### src/rtl/pint_pkg.sv
package pint_pkg;

    typedef enum logic [1:0] {
        PM_OUTPUT = 2'd0,
        PM_PLAIN  = 2'd1,
        PM_INT_PU = 2'd2,
        PM_FLOAT  = 2'd3
    } pin_mode_e;

    typedef enum logic {
        ST_IDLE = 1'b0,
        ST_PEND = 1'b1
    } pend_state_e;

    function automatic pin_mode_e decode_mode(input logic dir, input logic opt, input logic dat);
        pin_mode_e m;
        if (dir)
            m = PM_OUTPUT;
        else if (!opt)
            m = PM_PLAIN;
        else if (!dat)
            m = PM_INT_PU;
        else
            m = PM_FLOAT;
        return m;
    endfunction

endpackage

### src/rtl/pint_term.sv
module pint_term
    import pint_pkg::*;
(
    input  logic dir,
    input  logic opt,
    input  logic dat,
    input  logic pin,
    input  logic edge_rise,
    output logic term
);

    pin_mode_e mode;

    always_comb begin
        mode = decode_mode(dir, opt, dat);
        unique case (mode)
            PM_OUTPUT: term = 1'b1;                 // outputs are neutral
            PM_INT_PU: term = pin ^ edge_rise;      // active level is 0 after polarity
            PM_PLAIN,
            PM_FLOAT:  term = pin | ~edge_rise;     // neutral when falling, own level when rising
            default:   term = 1'b1;
        endcase
    end

endmodule

### src/rtl/pint_edge.sv
module pint_edge (
    input  logic clk,
    input  logic rst_n,
    input  logic level,
    output logic edge_hit
);

    logic prev_q;

    // prev resets low so no edge can appear in the first cycle after reset
    always_ff @(posedge clk or negedge rst_n) begin
        if (!rst_n)
            prev_q <= 1'b0;
        else
            prev_q <= level;
    end

    always_comb edge_hit = prev_q & ~level;

endmodule

### src/rtl/pint_pend_fsm.sv
module pint_pend_fsm
    import pint_pkg::*;
(
    input  logic clk,
    input  logic rst_n,
    input  logic edge_hit,
    input  logic ack,
    output logic irq
);

    pend_state_e state_q, state_d;

    always_comb begin
        state_d = state_q;
        unique case (state_q)
            ST_IDLE: if (edge_hit) state_d = ST_PEND;          // T_SET
            ST_PEND: if (ack && !edge_hit) state_d = ST_IDLE;  // T_CLEAR, else T_KEEP
            default: state_d = ST_IDLE;
        endcase
    end

    always_ff @(posedge clk or negedge rst_n) begin
        if (!rst_n)
            state_q <= ST_IDLE;
        else
            state_q <= state_d;
    end

    always_comb irq = (state_q == ST_PEND);

endmodule

### src/rtl/pint_shared_vec.sv
module pint_shared_vec #(
    parameter int NPINS = 4
) (
    input  logic             clk,
    input  logic             rst_n,
    input  logic [NPINS-1:0] pin_in,
    input  logic [NPINS-1:0] pin_dir,
    input  logic [NPINS-1:0] pin_opt,
    input  logic [NPINS-1:0] pin_dat,
    input  logic             edge_rise,
    input  logic             irq_ack,
    output logic             irq
);

    localparam int LAST = NPINS - 1;

    logic [LAST:0] terms;
    logic          merged;
    logic          edge_hit;

    for (genvar i = 0; i < NPINS; i++) begin : g_term
        pint_term u_term (
            .dir       (pin_dir[i]),
            .opt       (pin_opt[i]),
            .dat       (pin_dat[i]),
            .pin       (pin_in[i]),
            .edge_rise (edge_rise),
            .term      (terms[i])
        );
    end

    always_comb merged = &terms;

    pint_edge u_edge (
        .clk      (clk),
        .rst_n    (rst_n),
        .level    (merged),
        .edge_hit (edge_hit)
    );

    pint_pend_fsm u_fsm (
        .clk      (clk),
        .rst_n    (rst_n),
        .edge_hit (edge_hit),
        .ack      (irq_ack),
        .irq      (irq)
    );

endmodule

### config.mk
export PLATFORM = sky130hd
export DESIGN_NAME = pint_shared_vec
export DESIGN_NICKNAME = d
export VERILOG_FILES = /design/src/rtl/pint_pkg.sv /design/src/rtl/pint_term.sv /design/src/rtl/pint_edge.sv /design/src/rtl/pint_pend_fsm.sv /design/src/rtl/pint_shared_vec.sv
export SDC_FILE = /design/constraint.sdc
export NUM_CORES = 1
export LEC_CHECK = 0
export BUFFER_PORTS_ARGS = -buffer_cell sky130_fd_sc_hd__buf_2
export CORE_AREA = 2 2 39 41
export CTS_CLUSTER_DIAMETER = 120
export CTS_CLUSTER_SIZE = 40
export DETAILED_ROUTE_END_ITERATION = 16
export DIE_AREA = 0 0 41 43
export GPL_TIMING_DRIVEN = 1
export SETUP_SLACK_MARGIN = 0.15
export SYNTH_ARGS = -nofsm -noshare
export SYNTH_HDL_FRONTEND = slang
export SYNTH_SLANG_ARGS = --single-unit
### constraint.sdc
create_clock -name clk -period 1.1 [get_ports clk]
set_input_delay 0 -clock clk [delete_from_list [all_inputs] [get_ports clk]]
set_output_delay 0 -clock clk [all_outputs]
set_load 0.05 [all_outputs]
* After elaboration in Yosys (flattened, before gate mapping)
Index checks and enable logic that the tools add are counted.
** Word-level totals
- Bits in registers :: 2
- Output and inout bits :: 1
- Word-level logic and storage cells :: 56
** Operators by class
- Eq/ne operators :: 12
- Muxes and demuxes :: 19
- Bitwise gates (word level) :: 12
- Reductions and logical operators :: 11
** Operator list (count)
- 2-bit equality test, second input constant :: 8
- 2-bit 2-to-1 mux :: 8
- 1-bit case mux with 3 select lines :: 4
- 2-bit by 1-bit equality test with 1-bit output, second input constant :: 4
- 2-bit logical NOT :: 4
- 2-bit OR reduction :: 4
- 1-bit 2-to-1 mux :: 6
- 1-bit bitwise OR :: 4
- 4-bit AND reduction :: 1
- 1-bit bitwise XOR :: 4
- 1-bit NOT :: 3
- 1-bit case mux with 2 select lines :: 1
- 1-bit bitwise AND :: 1
- 1-bit logical AND :: 1
- 1-bit logical NOT :: 1

* Longest topological paths before layout
Gate-level depths: netlist (run 1).
- Depth in word-level cells :: 13
- Mapped depth :: 6
- Mapped depth without buffers :: 6

* By module
A second synthesis (run 1) with hierarchy kept.
** Unflattened totals
- Cell total of the unflattened synthesis :: 30
- Area total of the unflattened synthesis :: 254.0 µm²
** Modules (own cells, without submodules)
- pint_term :: instances 4, cells each 6, area each 42.5 µm², seq. area each 0.0 µm²
- pint_edge :: instances 1, cells each 2, area each 38.8 µm², seq. area each 25.0 µm²
- pint_pend_fsm :: instances 1, cells each 3, area each 36.3 µm², seq. area each 25.0 µm²
- pint_shared_vec :: instances 1, cells each 1, area each 8.8 µm², seq. area each 0.0 µm²

* Worst setup path after synthesis (run 1)
OpenSTA, ideal clock, no wires.
- Path type :: in2reg
- Start :: input pin_in[0]
- End :: register u_fsm.state_q (netlist: u_fsm.irq)
- Arrival time :: 900 ps
- Required time :: 976 ps
- Path slack :: 76 ps
- Stages :: 6
- Path buffers :: 0
- Path through :: inv_1 ha_1 and4bb_2 a31oi_1 o2111a_2 o22ai_2
** On the way
- Cells in the longest elaborated chain, start to end :: 9
- Elaborated cells on any way between the ends :: 11
** RTL lines
- start: declaration :: line pint_shared_vec.sv:6 : input logic [NPINS-1:0] pin_in,
- 1-bit bitwise OR or 1-bit bitwise XOR (tied branches) :: line pint_term.sv:20, pint_term.sv:18
- 1-bit case mux with 3 select lines * :: line pint_term.sv:16 : unique case (mode)
- 4-bit AND reduction * :: line pint_shared_vec.sv:32 : always_comb merged = &terms;
- net merged :: line pint_shared_vec.sv:18 : logic merged;
- 1-bit NOT * :: line pint_edge.sv:18 : always_comb edge_hit = prev_q & ~level;
- 1-bit bitwise AND * :: line pint_edge.sv:18
- 1-bit logical NOT :: line pint_pend_fsm.sv:17 : ST_PEND: if (ack && !edge_hit) state_d = ST_IDLE;
- 1-bit logical AND :: line pint_pend_fsm.sv:17
- 1-bit 2-to-1 mux :: line pint_pend_fsm.sv:17
- 1-bit case mux with 2 select lines * :: line pint_pend_fsm.sv:15 : unique case (state_q)
- net u_fsm.state_d :: line pint_pend_fsm.sv:11 : pend_state_e state_q, state_d;
- end signal: assignment :: line pint_pend_fsm.sv:26 : state_q <= state_d;
- end: declaration :: line pint_pend_fsm.sv:11
Mark *: on every way through the listed nets, which the timed path passes. The rest lies on a longest branch.

* Worst setup path after layout (run 1)
- Start :: input edge_rise
- End :: register u_fsm.state_q (netlist: u_fsm.irq)
** On the way
- Cells in the longest elaborated chain, start to end :: 10
- Elaborated cells on any way between the ends :: 21
** RTL lines
- start: declaration :: line pint_shared_vec.sv:10 : input logic edge_rise,
- 1-bit NOT :: line pint_term.sv:20 : PM_FLOAT: term = pin | ~edge_rise;
- 1-bit bitwise OR :: line pint_term.sv:20
- 1-bit case mux with 3 select lines :: line pint_term.sv:16
- 4-bit AND reduction * :: line pint_shared_vec.sv:32
- net merged :: line pint_shared_vec.sv:18
- 1-bit NOT * :: line pint_edge.sv:18
- 1-bit bitwise AND * :: line pint_edge.sv:18
- 1-bit logical NOT :: line pint_pend_fsm.sv:17
- 1-bit logical AND :: line pint_pend_fsm.sv:17
- 1-bit 2-to-1 mux :: line pint_pend_fsm.sv:17
- 1-bit case mux with 2 select lines * :: line pint_pend_fsm.sv:15
- net u_fsm.state_d :: line pint_pend_fsm.sv:11
Marks and branches as above.

==> summary.txt, run 1 <==
Outcome
  – Outcome: completed

Synth
  – Asr flop ratio synth: 1.00
  – Post-Synthesis Cells: 28
  – EDFF count, synth: 0
  – Synth area leaders: dfrtp_1 (20%), ha_1 (20%), inv_1 (14%)
  – Syn Nets: 52
  – #FFs+latches synth: 2
  – Top cell type's share of synthesized area: 0.201
  – Area leader, netlist: dfrtp_1
  – Count leader, synth: inv_1
  – Distinct cells, synth: 11
  – Syn_area_per_cell: around 9 um^2
  – Cell Area, Synth: approximately 250 um^2
  – Register area share after synthesis: 0.201
  – Top_reg_cell synth: dfrtp_1
  – Synth warn: 0
  – Top cells by count, synth: inv_1 (9), ha_1 (4), a31oi_1 (3), or2b_1 (3)

Setup path
  – Setup crit end kind: flip-flop
  – Top Family by Delay on Critical Path: compound AO/OA/AOI/OAI gates
  – Reg2Reg Depth: 2
  – CP Launch Point: edge_rise
  – CP arrival: 1.03 ns
  – CP Max Fanout: 4
  – Worst setup endpoint: u_fsm.irq$_DFF_PN0_
  – Flop2flop setup slack: 0.47 ns
  – WP depth: 6
  – Critical path buffers and inverters: 1
  – Worst r2r src: u_fsm.irq$_DFF_PN0_
  – Worst setup SP type: primary input
  – Delay of the slowest critical-path stage: 0.23 ns
  – Worst path cell trace: buf_4 -> ha_4 -> and4bb_2 -> a31oi_2 -> o2111a_2 -> o22ai_2
  – Setup Crit Path Kind: primary input to flip-flop
  – WP data required: around 1.2 ns
  – Critical path's slowest cell: ha_4
  – Reg2reg end: u_fsm.irq$_DFF_PN0_

Drt
  – WL per Instance: 8.94 um
  – Via-to-Cell Ratio: 3.97
  – Post-route DRC: 0
  – Post-DRT Antenna Nets: 0
  – Total wire length: 626 um
  – Initial DRT Pass Iterations: 3
  – Via count: 278
  – Initial DRC Count: 5

Floorplanning
  – Die X: just over 40 um
  – Ports: 21
  – Die ar.: 1760 um^2
  – Die extent in y: between 40 and 50 um
  – # rows: 14
  – Initial Util: 0.180
  – Core Area: around 1400 um^2

STA
  – Slew headroom: 0.845
  – Pins over their slew limit: 0
  – Tcrit/Tclk final: 0.847
  – RSZ-0062 raised after global routing: no
  – # setup viols final: 0
  – Max Freq: 1.07 GHz
  – Worst-margin pin slew: roughly 0.23 ns
  – Period minus WS final: 0.932 ns
  – Final hold violation count: 0
  – Final Skew: 0.00124 ns

Cells and area
  – Final Util: 0.332
  – Fillers: 161
  – Inserted Diodes: 0
  – Synth-to-layout area growth: 84.4%
  – Layout Nets: 80
  – Layout cells sized above 1: 0.593

Global route
  – Antenna violations before repair: 0
  – Largest net degree at the start of global routing: 5
  – GR Util All Layers: 0.0802
  – First-pass GRT wire length: 924 um
  – GR Overflow Total: 0
  – Vias in the first global route: 267

Power and ir drop
  – Leakage power: 0.245 nW
  – PwrDens: between 800 and 900 nW/um^2
  – Final Power: 0.407 mW
  – Max VDD drop: 253 uV

Worst hold path
  – Worst min path class: primary input to async pin

Clock network
  – CTS sink cnt: 2
  – CTS tree: done
  – H-tree depth: 1
  – Root Driver: clkbuf_4
  – Worst-Skew Late Latency: 0.22 ns
  – Clock Tree Buf Depth: 2
  – Num CTS Buffers: 3
  – Clock-pin slew on the worst setup and hold paths: ~0.030 ns

Placement
  – DP HPWL: between 500 and 600 um
  – Placer Congestion: 0.544
  – PortBufs: 20

Flow run
  – Max_cap viols: 0
-- layer usage --
layer / vias to the layer above / global-route usage / routed length, um
li1: 149 / - / -
met1: 116 / 0.0962 / 265
met2: 13 / 0.113 / 280
met3: 0 / 0.0419 / 79
met4: 0 / 0.0400 / 0
met5: - / 0 / 0
-- per-stage QoR --
stage / instances / setup WS (ns) / instance area, um^2 / hold WS, ns / setup TNS (ns)
2_1_floorplan: 28 / 0.162 / 262 / -0.296 / 0
3_3_place_gp: 65 / -0.0370 / 389 / -0.214 / -0.0370
3_5_place_dp: 65 / -0.0488 / 389 / -0.213 / -0.0488
4_1_cts: 70 / 0.187 / 432 / 0.0948 / 0
5_1_grt: 70 / 0.127 / 459 / 0.0836 / 0
6_report: 70 / 0.168 / 459 / 0.0970 / 0
-- power breakdown --
part           internal (mW)  switching [mW]  total [mW]
combinational         0.0787          0.0800       0.159
sequential            0.0875         0.00557      0.0931
clock                  0.120          0.0358       0.156
-- state kept, by name, indices dropped and copies added, names as in the netlist --
| signal | count |
|---|---|
| u_edge.prev_q | 1 |
| u_fsm.irq | 1 |
-- logic make-up (layout without fill, tap and decap cells) --
family                   count (synthesis)  after routing  share of synthesized area
buffers and inverters                    9             35                      0.136
flip-flops                               2              2                      0.201
AND/OR/NAND/NOR                          7              7                      0.246
multiplexers                             1              1                     0.0402
adder cells (fa/ha/maj)                  4              4                      0.201
AO/OA/AOI/OAI                            5              5                      0.176
-- worst min path at each step --
stage                     startpoint                      end  slack (ns)  cells after the start
after floorplan                rst_n  u_edge.prev_q$_DFF_PN0_       -0.30                      0
after global placement         rst_n      u_fsm.irq$_DFF_PN0_       -0.21                      1
after detailed placement       rst_n      u_fsm.irq$_DFF_PN0_       -0.21                      1
after CTS                      rst_n      u_fsm.irq$_DFF_PN0_        0.09                      2
after global routing           rst_n      u_fsm.irq$_DFF_PN0_        0.08                      2
final                          rst_n      u_fsm.irq$_DFF_PN0_         0.1                      2
-- layout make-up --
type	instances	area, um^2	area share
Multi-Input combinational cell	17	203	0.441
Inverter	9	33.8	0.0736
Tap cell	16	20.0	0.0436
Timing Repair Buffer	23	130	0.283
Clock buffer	3	22.5	0.0490
Sequential cell	2	50.0	0.109
-- layout by cell type, fill, tap and decap left out --
| master | synthesis | final |
|---|---|---|
| mux2i_1 | 1 | 1 |
| or2b_1 | 3 | 3 |
| clkbuf_4 | 0 | 3 |
| buf_4 | 0 | 2 |
| dfrtp_1 | 2 | 2 |
| nor4bb_1 | 2 | 1 |
| a31oi_1 | 3 | 2 |
| dlygate4sd3_1 | 0 | 2 |
| inv_2 | 0 | 1 |
| o22ai_2 | 1 | 1 |
| nor4bb_2 | 0 | 1 |
| ha_4 | 0 | 2 |
| o2111a_2 | 1 | 1 |
| a31oi_2 | 0 | 1 |
| and4bb_2 | 1 | 1 |
| buf_2 | 0 | 19 |
| ha_1 | 4 | 2 |
| inv_1 | 9 | 8 |
| nor2b_1 | 1 | 1 |
-- repair_timing --
action                                 CTS  global route
buffers inserted                         0             0
endpoints found under the hold margin    3             0
setup endpoints to repair                0             1
resized for setup                        0             4
hold buffers                             2             0
(Power assumes the default switching activity.)
==> inputs of run 2 (changes only) <==
ABC_AREA = 1   (was not set)
clock period = 0.9 ns   (was 1.1 ns; I/O delays follow)
==> summary.txt, run 2 <==
Setup path
  – Worst setup endpoint: irq
  – Reg2Reg Depth: 2 (unchanged)
  – CP arrival: 0.78 ns (-0.25 ns)
  – Critical path's slowest cell: dfrtp_2
  – WP data required: 0.90 ns (-0.30 ns)
  – Worst r2r src: u_fsm.irq$_DFF_PN0_
  – Delay of the slowest critical-path stage: 0.40 ns (+0.17 ns)
  – Reg2reg end: u_fsm.irq$_DFF_PN0_
  – Critical path buffers and inverters: 1 (unchanged)
  – CP Launch Point: u_fsm.irq$_DFF_PN0_
  – Top Family by Delay on Critical Path: flip-flops
  – CP Max Fanout: 2 (-2)
  – WP depth: 1 (-5)
  – Setup crit end kind: output port
  – Setup Crit Path Kind: flip-flop to output port
  – Worst path cell trace: buf_6
  – Worst setup SP type: flip-flop
  – Flop2flop setup slack: 0.27 ns (-0.20 ns)

STA
  – # setup viols final: 0 (unchanged)
  – Slew headroom: 0.928 (+0.0831)
  – Final Skew: 0.00482 ns (+0.00357 ns)
  – Worst-margin pin slew: 0.108 ns (-0.121 ns)
  – Final hold violation count: 0 (unchanged)
  – RSZ-0062 raised after global routing: yes
  – Max Freq: 1.29 GHz
  – Tcrit/Tclk final: 0.864
  – Period minus WS final: 0.777 ns
  – Pins over their slew limit: 0 (unchanged)
  – Setup TNS Final: 0 ns (unchanged)
  – Final hold slack: 0.0871 ns (-0.00991 ns)
  – Final setup margin: 0.123 ns (-0.0457 ns)

Floorplanning
  – Die ar.: 1760 um^2 (unchanged)
  – Ports: 21 (unchanged)
  – # rows: 14 (unchanged)
  – Die X: 41 um (unchanged)
  – Initial Util: 0.193 (+0.0127)
  – Core Area: 1380 um^2 (unchanged)
  – Die extent in y: 43 um (unchanged)

Synth
  – #FFs+latches synth: 2 (unchanged)
  – Cell Area, Synth: 267 um^2 (+7.0%)
  – Syn Nets: 68 (+31%)
  – EDFF count, synth: 0 (unchanged)
  – Top cells by count, synth: inv_1 (16), nand2_1 (12), nand3b_1 (5)
  – Syn_area_per_cell: 6.06 um^2 (-32%)
  – Top cell type's share of synthesized area: 0.225 (+0.0243)
  – Top_reg_cell synth: dfrtp_1
  – Synth warn: 0 (unchanged)
  – Area leader, netlist: inv_1
  – Register area share after synthesis: 0.188 (-0.0132)
  – Count leader, synth: inv_1
  – Asr flop ratio synth: 1.00 (unchanged)
  – Post-Synthesis Cells: 44 (+57%)
  – Synth area leaders: inv_1 (23%), dfrtp_1 (19%), ha_1 (19%)
  – Distinct cells, synth: 8 (-3)

Global route
  – GR Util All Layers: 0.0949 (+0.0147)
  – Largest net degree at the start of global routing: 5 (unchanged)
  – First-pass GRT wire length: 1160 um (+25%)
  – Antenna violations before repair: 0 (unchanged)
  – Vias in the first global route: 326 (+22%)
  – GR Overflow Total: 0 (unchanged)

Clock network
  – Num CTS Buffers: 3 (unchanged)
  – Root Driver: clkbuf_4
  – Worst-Skew Late Latency: 0.23 ns (about the same)
  – CTS sink cnt: 2 (unchanged)
  – Clock-pin slew on the worst setup and hold paths: 0.04 ns (about the same)
  – Clock Tree Buf Depth: 2 (unchanged)
  – Post-CTS Setup Inserts: 0 (unchanged)
  – CTS tree: done
  – H-tree depth: 1 (unchanged)

Cells and area
  – Synth-to-layout area growth: 89.2%
  – Most frequent cells in the layout: buf_2 (18), inv_1 (12), nand2_1 (12)
  – Inserted Diodes: 0 (unchanged)
  – Layout Nets: 95 (+19%)
  – Final non-filler cell total: 86 (+23%)
  – Commonest non-fill, non-tap cell in the layout: buf_2
  – Layout cells sized above 1: 0.457 (-0.135)
  – Final instance area: 504 um^2 (+9.8%)

Drt
  – Via-to-Cell Ratio: 3.81 (-4.0%)
  – Via count: 328 (+18%)
  – WL per Instance: 7.74 um (-13%)
  – Initial DRC Count: 1 (-4)
  – Post-DRT Antenna Nets: 0 (unchanged)
  – Initial DRT Pass Iterations: 2 (-1)
  – Post-route DRC: 0 (unchanged)
  – Total wire length: 666 um (+6.4%)

Outcome
  – Outcome: completed

Power and ir drop
  – Leakage power: 0.290 nW (+19%)
  – PwrDens: 1080 nW/um^2 (+22%)
  – Max VDD drop: 307 uV (+21%)

Placement
  – Placer Congestion: 0.616 (+13%)
  – Pre-CTS WS: -0.186 ns (-0.137 ns)
  – Inst Count DP: 80 (+23%)
  – Area of placed instances: 445 um^2 (+14%)
  – DP HPWL: 586 um (+15%)
  – PortBufs: 20 (unchanged)

Worst hold path
  – Worst min path class: primary input to async pin

Flow run
  – Max_cap viols: 0 (unchanged)
==> run 2: cell types whose count changed after synthesis, moves of 2 or more <==
cell,previous run,this run
nand2_1,0,12
nand3_1,0,3
inv_1,9,16
a31oi_1,3,0
or2b_1,3,0
nor4bb_1,2,0
nand3b_1,0,5
==> run 2: repair_timing <==
| action | in CTS | in global routing |
|---|---|---|
| endpoints found under the setup margin | 2 | 2 |
| resized for setup | 3 | 1 |
| cloned | 0 | 0 |
| hold buffers | 2 | 0 |
| pin swaps | 1 | 3 |
| hold endpoints to repair | 3 | 0 |
==> run 2: layout make-up <==
| cell class | count | area (um^2) |
|---|---|---|
| flip-flops and latches | 2 | 51.3 |
| repair buffers | 22 | 133 |
| multi-input cells | 26 | 206 |
| inverters | 16 | 67.6 |
| clock buffers | 4 | 26.3 |
| fillers | 154 | 880 |
| well taps | 16 | 20.0 |
==> run 2: metal layers <==
| metal | wire length [um] | track usage | share of wire |
|---|---|---|---|
| met4 | 0 | 0.0600 | 0 |
| met5 | 0 | 0 | 0 |
| met2 | 373 | 0.172 | 0.56 |
| met3 | 39 | 0 | 0.059 |
| met1 | 252 | 0.0981 | 0.38 |
==> run 2: where the power goes <==
part	internal, mW	total, mW	switching (mW)
clock network	0.165	0.224	0.0586
registers	0.107	0.115	0.00786
logic	0.0989	0.206	0.107
==> run 2: stage by stage <==
stage / utilization / power, mW
after floorplan: - / 0.223
after global placement: 0.322 / 0.295
after detailed placement: 0.322 / 0.303
after CTS: 0.362 / 0.552
after global routing: 0.364 / 0.603
final: 0.364 / 0.545
==> run 2: cell families (layout without fill, tap and decap cells) <==
family / after synthesis / count (layout) / share of synthesized area
buffers and inverters: 16 / 42 / 0.225
AND/OR/NAND/NOR: 21 / 21 / 0.380
AO/OA/AOI/OAI: 1 / 1 / 0.0188
adder cells (fa/ha/maj): 4 / 4 / 0.188
flip-flops: 2 / 2 / 0.188
==> run 2: worst min path at each step <==
| stage | startpoint | cells after the start | to | slack, ns |
|---|---|---|---|---|
| CTS | rst_n | 2 | u_fsm.irq$_DFF_PN0_ | 0.09 |
| global placement | rst_n | 1 | u_edge.prev_q$_DFF_PN0_ | -0.21 |
| floorplan | rst_n | 0 | u_edge.prev_q$_DFF_PN0_ | -0.30 |
| detailed placement | rst_n | 1 | u_edge.prev_q$_DFF_PN0_ | -0.21 |
| finish | rst_n | 2 | u_fsm.irq$_DFF_PN0_ | 0.09 |
| global route | rst_n | 2 | u_fsm.irq$_DFF_PN0_ | 0.09 |
